### config.mk
export PLATFORM = sky130hd
export DESIGN_NAME = ewma_vote_filter
export DESIGN_NICKNAME = d
export VERILOG_FILES = /design/src/rtl/ewma_vote_filter.sv
export SDC_FILE = /design/constraint.sdc
export NUM_CORES = 1
export LEC_CHECK = 0
export BUFFER_PORTS_ARGS = -buffer_cell sky130_fd_sc_hd__buf_2
export CAP_MARGIN = 20
export CORE_MARGIN = 2
export CORE_UTILIZATION = 45
export CTS_BUF_LIST = sky130_fd_sc_hd__clkbuf_4 sky130_fd_sc_hd__clkbuf_8
export CTS_CLUSTER_DIAMETER = 150
export CTS_CLUSTER_SIZE = 30
export DETAILED_ROUTE_END_ITERATION = 8
export PLACE_DENSITY = 0.61
export SETUP_SLACK_MARGIN = 0.05
export SLEW_MARGIN = 10
export SYNTH_ARGS = -nofsm -noshare
export SYNTH_HDL_FRONTEND = slang
export SYNTH_SLANG_ARGS = --single-unit
### constraint.sdc
create_clock -name clk -period 10.85 [get_ports clk]
set_clock_uncertainty 0.1 [all_clocks]
set_input_delay 2.7125 -clock clk [delete_from_list [all_inputs] [get_ports clk]]
set_output_delay 2.7125 -clock clk [all_outputs]
set_load 0.05 [all_outputs]
### src/rtl/ewma_vote_filter.sv
module ewma_vote_filter #(
  parameter int N  = 16,
  parameter int SW = 32
) (
  input  logic            clk,
  input  logic            rst_n,
  input  logic            verdict_vld,
  input  logic            verdict,
  input  logic            ctx_clr,
  input  logic            ctx_wr,
  input  logic [2*N-1:0]  ctx_wdata,
  output logic [2*N-1:0]  ctx_rdata,
  output logic [SW-1:0]   mal_sum,
  output logic [SW-1:0]   ben_sum,
  output logic [SW-1:0]   diff,
  output logic            alarm
);
  localparam int HALF = N / 2;

  function automatic logic [SW-1:0] wgt(input int k);
    return SW'((1 << HALF) + (1 << (k / 2 + 1)) - 2);
  endfunction

  function automatic logic [SW-1:0] full_weight();
    logic [SW-1:0] t;
    t = '0;
    for (int k = 0; k < N; k++) t = t + wgt(k);
    return t;
  endfunction

  localparam logic [SW-1:0] FULL = full_weight();

  logic [N-1:0]  bits_q, occ_q, bits_n, occ_n;
  logic [SW-1:0] ms_n, bs_n;
  logic          upd;

  assign upd = ctx_clr | ctx_wr | verdict_vld;

  always_comb begin
    bits_n = bits_q;
    occ_n  = occ_q;
    if (ctx_clr) begin
      bits_n = '0;
      occ_n  = '0;
    end else if (ctx_wr) begin
      bits_n = ctx_wdata[N-1:0];
      occ_n  = ctx_wdata[2*N-1:N];
    end else if (verdict_vld) begin
      bits_n = {verdict, bits_q[N-1:1]};
      occ_n  = {1'b1, occ_q[N-1:1]};
    end
  end

  always_comb begin
    ms_n = '0;
    bs_n = '0;
    for (int k = 0; k < N; k++) begin
      if (occ_n[k]) begin
        if (bits_n[k]) ms_n = ms_n + wgt(k);
        else           bs_n = bs_n + wgt(k);
      end
    end
  end

  always_ff @(posedge clk or negedge rst_n) begin
    if (!rst_n) begin
      bits_q  <= '0;
      occ_q   <= '0;
      mal_sum <= '0;
      ben_sum <= '0;
    end else if (upd) begin
      bits_q  <= bits_n;
      occ_q   <= occ_n;
      mal_sum <= ms_n;
      ben_sum <= bs_n;
    end
  end

  assign ctx_rdata = {occ_q, bits_q};
  assign alarm     = mal_sum > ben_sum;
  assign diff      = alarm ? mal_sum - ben_sum : ben_sum - mal_sum;

  assert_sum_cap_R10: assert property (@(posedge clk) disable iff (!rst_n)
    (mal_sum <= FULL) && (ben_sum <= FULL) && ((mal_sum + ben_sum) <= FULL));

  assert_hold_R7: assert property (@(posedge clk) disable iff (!rst_n)
    !upd |=> $stable(mal_sum) && $stable(ben_sum) && $stable(ctx_rdata));

  assert_clear_R8: assert property (@(posedge clk) disable iff (!rst_n)
    ctx_clr |=> (ctx_rdata == '0) && (mal_sum == '0) && (ben_sum == '0) && !alarm);

  assert_write_R9: assert property (@(posedge clk) disable iff (!rst_n)
    (ctx_wr && !ctx_clr) |=> ctx_rdata == $past(ctx_wdata));

  assert_shift_in_R2: assert property (@(posedge clk) disable iff (!rst_n)
    (verdict_vld && !ctx_wr && !ctx_clr) |=>
      ctx_rdata[2*N-1] && (ctx_rdata[N-1] == $past(verdict)));
endmodule

==> reports/results.tsv <==
stage	metric	value	unit
synthesis	synth_edf_count	0	
critical_path	slowest_stage	or4_4	
synthesis	ys_seq_area_share	14.52	%
clock_network	cts_max_level	3	
power	ir_worst_vdd	229.9	uV
sta	finalHoldViolCount	0	
die	ios	167	
drt	ant_nets	0	
critical_path	cp_data_arrival_time	11360	ps
cells_and_area	final_area	18950	um^2
die	rows	63	
power	pwr-share-seq	9.2	%
synthesis	synth_area_leaders	dfrtp_1 (15%), xnor2_1 (9.1%), ha_1 (8.2%), nand2_1 (4.9%), nor2_1 (4.6%)	
global_route	grt_pass1_vias	13670	
place	io_buffers	147	
sta	maxSlewViolCount	0	
clock_network	cts_tree	yes	
power	pwr-share-clk	6.9	%
critical_path	max_stage_delay	530	ps
synthesis	synth.avg_cell_area	7.676	um^2
sta	worst_pin_slew	1285	ps
job	cap_violations	0	
cells_and_area	nNetsFinal	2380	
power	power.leakage	8.661	nW
drt	via_count	14640	
power	combPwrFrac	83.9	%
place	place.gp.congestion	0.9351	
drt	drtPass1Iterations	5	
cells_and_area	syn_to_final_growth	41.03	%
clock_network	cts.clk_slew.worst_paths	90	ps
clock_network	numClockSinks	78	
critical_path	worstReg2RegEnd	ben_sum[14]	
sta	slew-limit-headroom	13.65	%
clock_network	holdBufCountCts	0	
critical_path	endpoint	ben_sum[14]	
global_route	grt_pass1_wl	66700	um
critical_path	r2r_start	bits_q[2]	
global_route	overflow	0	
global_route	grt_usage	26.25	%
synthesis	yosysUniqueCellTypes	112	
sta	rsz0062_at_grt	true	
sta	setup_viol	7	
place	postPlaceCellArea	17320	um^2
drt	vias_per_cell	5.532	
clock_network	clk_latency	410	ps
synthesis	async_flop_share	100.0	%
critical_path	reg2regPathDepth	46	
synthesis	synth_warnings	0	
synthesis	syn_area	13440	um^2
global_route	grt_max_degree	50	
sta	period_share	102.7	%
sta	finalCriticalPeriod	11140	ps
sta	fmax	89.73	MHz
clock_network	cts_buffers	9	
cells_and_area	diodes	0	
critical_path	cp-start-kind	input port	
hold_path	hp-class	register to register	
critical_path	required	11060	ps
drt	wl_per_cell	16.18	um
synthesis	yosysTopAreaCell	dfrtp_1	
power	p_switching	2.290	mW
power	power_density	218.9	nW/um^2
synthesis	synth_top_area_share	14.52	%
sta	setup_ws	-294.5	ps
critical_path	crit_path_frequent_cell	buf_4	
critical_path	reg2reg_slack	1680	ps
clock_network	cts_root_buf	clkbuf_8	
outcome	outcome	finished with violations	
cells_and_area	drive_gt1_share	38.24	%
drt	drt_wl_total	42820	um
die	start_util	45.47	%
outcome	violations	setup timing	
power	netSwitchingFraction	55.21	%
power	p_int	1.858	mW
die	coreArea	29560	um^2
critical_path	path_max_fanout	4	
clock_network	cts_buffer_depth	2	
die	dieHeight	176.8	um
place	dp_hpwl	34080	um
synthesis	synth_seq_cells	78	
global_route	antenna_found_initial	0	
power	p_total	4.148	mW
drt	dr.first_iter.drc_count	714	
drt	drcViolationCount	0	
critical_path	startpoint	verdict_vld	
synthesis	synth_cells	1751	
critical_path	critical_path_class	input port to register	
die	die_w	176.8	um
synthesis	synth_ff_type	dfrtp_1	
place	place_ws	-783.3	ps
die	die_area	31270	um^2
critical_path	end_kind	register	
-- cells in the mapped netlist, types with 6 or more instances --
cell type and n:
nor4_1 7, nand2_1 176, nand3_1 47, mux2_2 22, xnor3_1 9, nor2_1 164
buf_4 26, a211o_1 9, o31ai_1 17, nand4_1 24, nand2b_1 31, inv_1 90
buf_2 7, and3_1 17, clkbuf_1 38, o21bai_1 6, mux2i_1 53, or2_2 15
a21o_1 42, o21ai_1 11, xor2_1 61, nor2b_1 22, o211ai_1 17, dfrtp_1 78
a21boi_0 10, ha_1 88, and2_1 16, nor3_1 56, a211oi_1 23, o21a_1 8
buf_6 7, a21oi_1 90, a31oi_1 24, o22ai_1 6, xnor2_1 140, o211a_1 9
or3_1 13, o21ai_0 87, inv_2 6, a2111oi_0 7
-- state kept, by name, summed over array words and instances, names as in the netlist --
signal / cells
ben_sum: 23
occ_q: 16
mal_sum: 23
bits_q: 16
-- metal layers --
| layer | up-vias | global-route usage (%) | part of all wire [%] |
|---|---|---|---|
| met5 | - | 0 | 0 |
| met4 | 0 | 10.26 | 3.4 |
| met3 | 83 | 2.685 | 4.1 |
| met2 | 390 | 47.41 | 50 |
| met1 | 6878 | 31.89 | 42 |
| li1 | 7291 | - | - |
-- stage by stage --
stage | instances | TNS [ps] | hold slack [ps] | util, %
finish | 2647 | -1092 | 449.0 | 64.12
global placement | 2582 | -7010 | 427.4 | 58.59
detailed placement | 2582 | -9694 | 442.4 | 58.59
global route | 2647 | -7855 | 477.9 | 64.12
floorplan | 1769 | -7380 | 669.1 | -
CTS | 2630 | -233.9 | 454.0 | 61.27
-- how the worst min path moves through the flow --
stage | to | startpoint | cells after the start
2_1_floorplan | ben_sum[12] | ben_sum[12] | 2
3_3_place_gp | ben_sum[23] | ben_sum[23] | 2
3_5_place_dp | ben_sum[18] | ben_sum[18] | 2
4_1_cts | ben_sum[18] | ben_sum[18] | 2
5_1_grt | ben_sum[19] | ben_sum[19] | 2
6_report | ben_sum[18] | ben_sum[18] | 2
-- cell type report --
class / instances / area [um^2]
Fill cell: 2647 / 10610
Clock buffer: 10 / 131.4
Multi-Input combinational cell: 1511 / 12070
Inverter: 97 / 366.6
Timing Repair Buffer: 555 / 3835
Sequential cell: 78 / 1952
Tap cell: 390 / 488.0
Clock inverter: 6 / 110.1
-- worst max-delay path: cells and delay by family --
family	cells	cell delay [ps]
AO/OA/AOI/OAI	11	2730
buffers and inverters	17	2260
AND/OR/NAND/NOR	10	1730
adder cells (fa/ha/maj)	3	770
multiplexers	2	570
XOR/XNOR	4	560
-- cell usage in the layout (no fill, tap or decap), types with 16 or more instances in the layout --
cell	netlist	final
o21ai_0	87	67
o21ai_1	11	23
and2_1	16	16
buf_4	26	401
inv_1	90	86
a21oi_1	90	76
conb_1	1	19
nand2b_1	31	31
nand3_1	47	43
mux2i_1	53	48
o211ai_1	17	17
buf_2	7	146
xor2_1	61	53
nor2b_1	22	19
nand2_1	176	162
a31oi_1	24	16
dfrtp_1	78	78
nor3_1	56	42
nand4_1	24	24
ha_1	88	72
nor2_1	164	146
xnor2_2	5	25
xnor2_1	140	118
a21oi_2	2	16
mux2_2	22	21
a21o_1	42	42
-- power groups by stage --
stage | Sequential, mW | Clock [mW] | Combinational [mW]
after detailed placement | 0.389 | 0 | 3.13
final | 0.382 | 0.287 | 3.48
after CTS | 0.383 | 0.292 | 3.23
after global placement | 0.388 | 0 | 3.09
after global routing | 0.389 | 0.303 | 3.73
after floorplan | 0.508 | 0 | 2.09
-- kinds of logic after synthesis --
logic type                 share of synthesized area [%]
muxes                                              6.703
AOI/OAI and AO/OA                                  25.06
buffers and inverters                              6.209
adders and majority gates                          8.714
other                                            0.02790
and+or+nand+nor                                    22.78
DFF                                                14.52
xor gates and xnor gates                           15.98
-- what timing repair did --
item | CTS | global route
buffers inserted | 32 | 17
resized for setup | 61 | 136
pin swaps | 53 | 67
setup endpoints to repair | 15 | 21
Note: power is estimated with default switching activity, not from simulation.
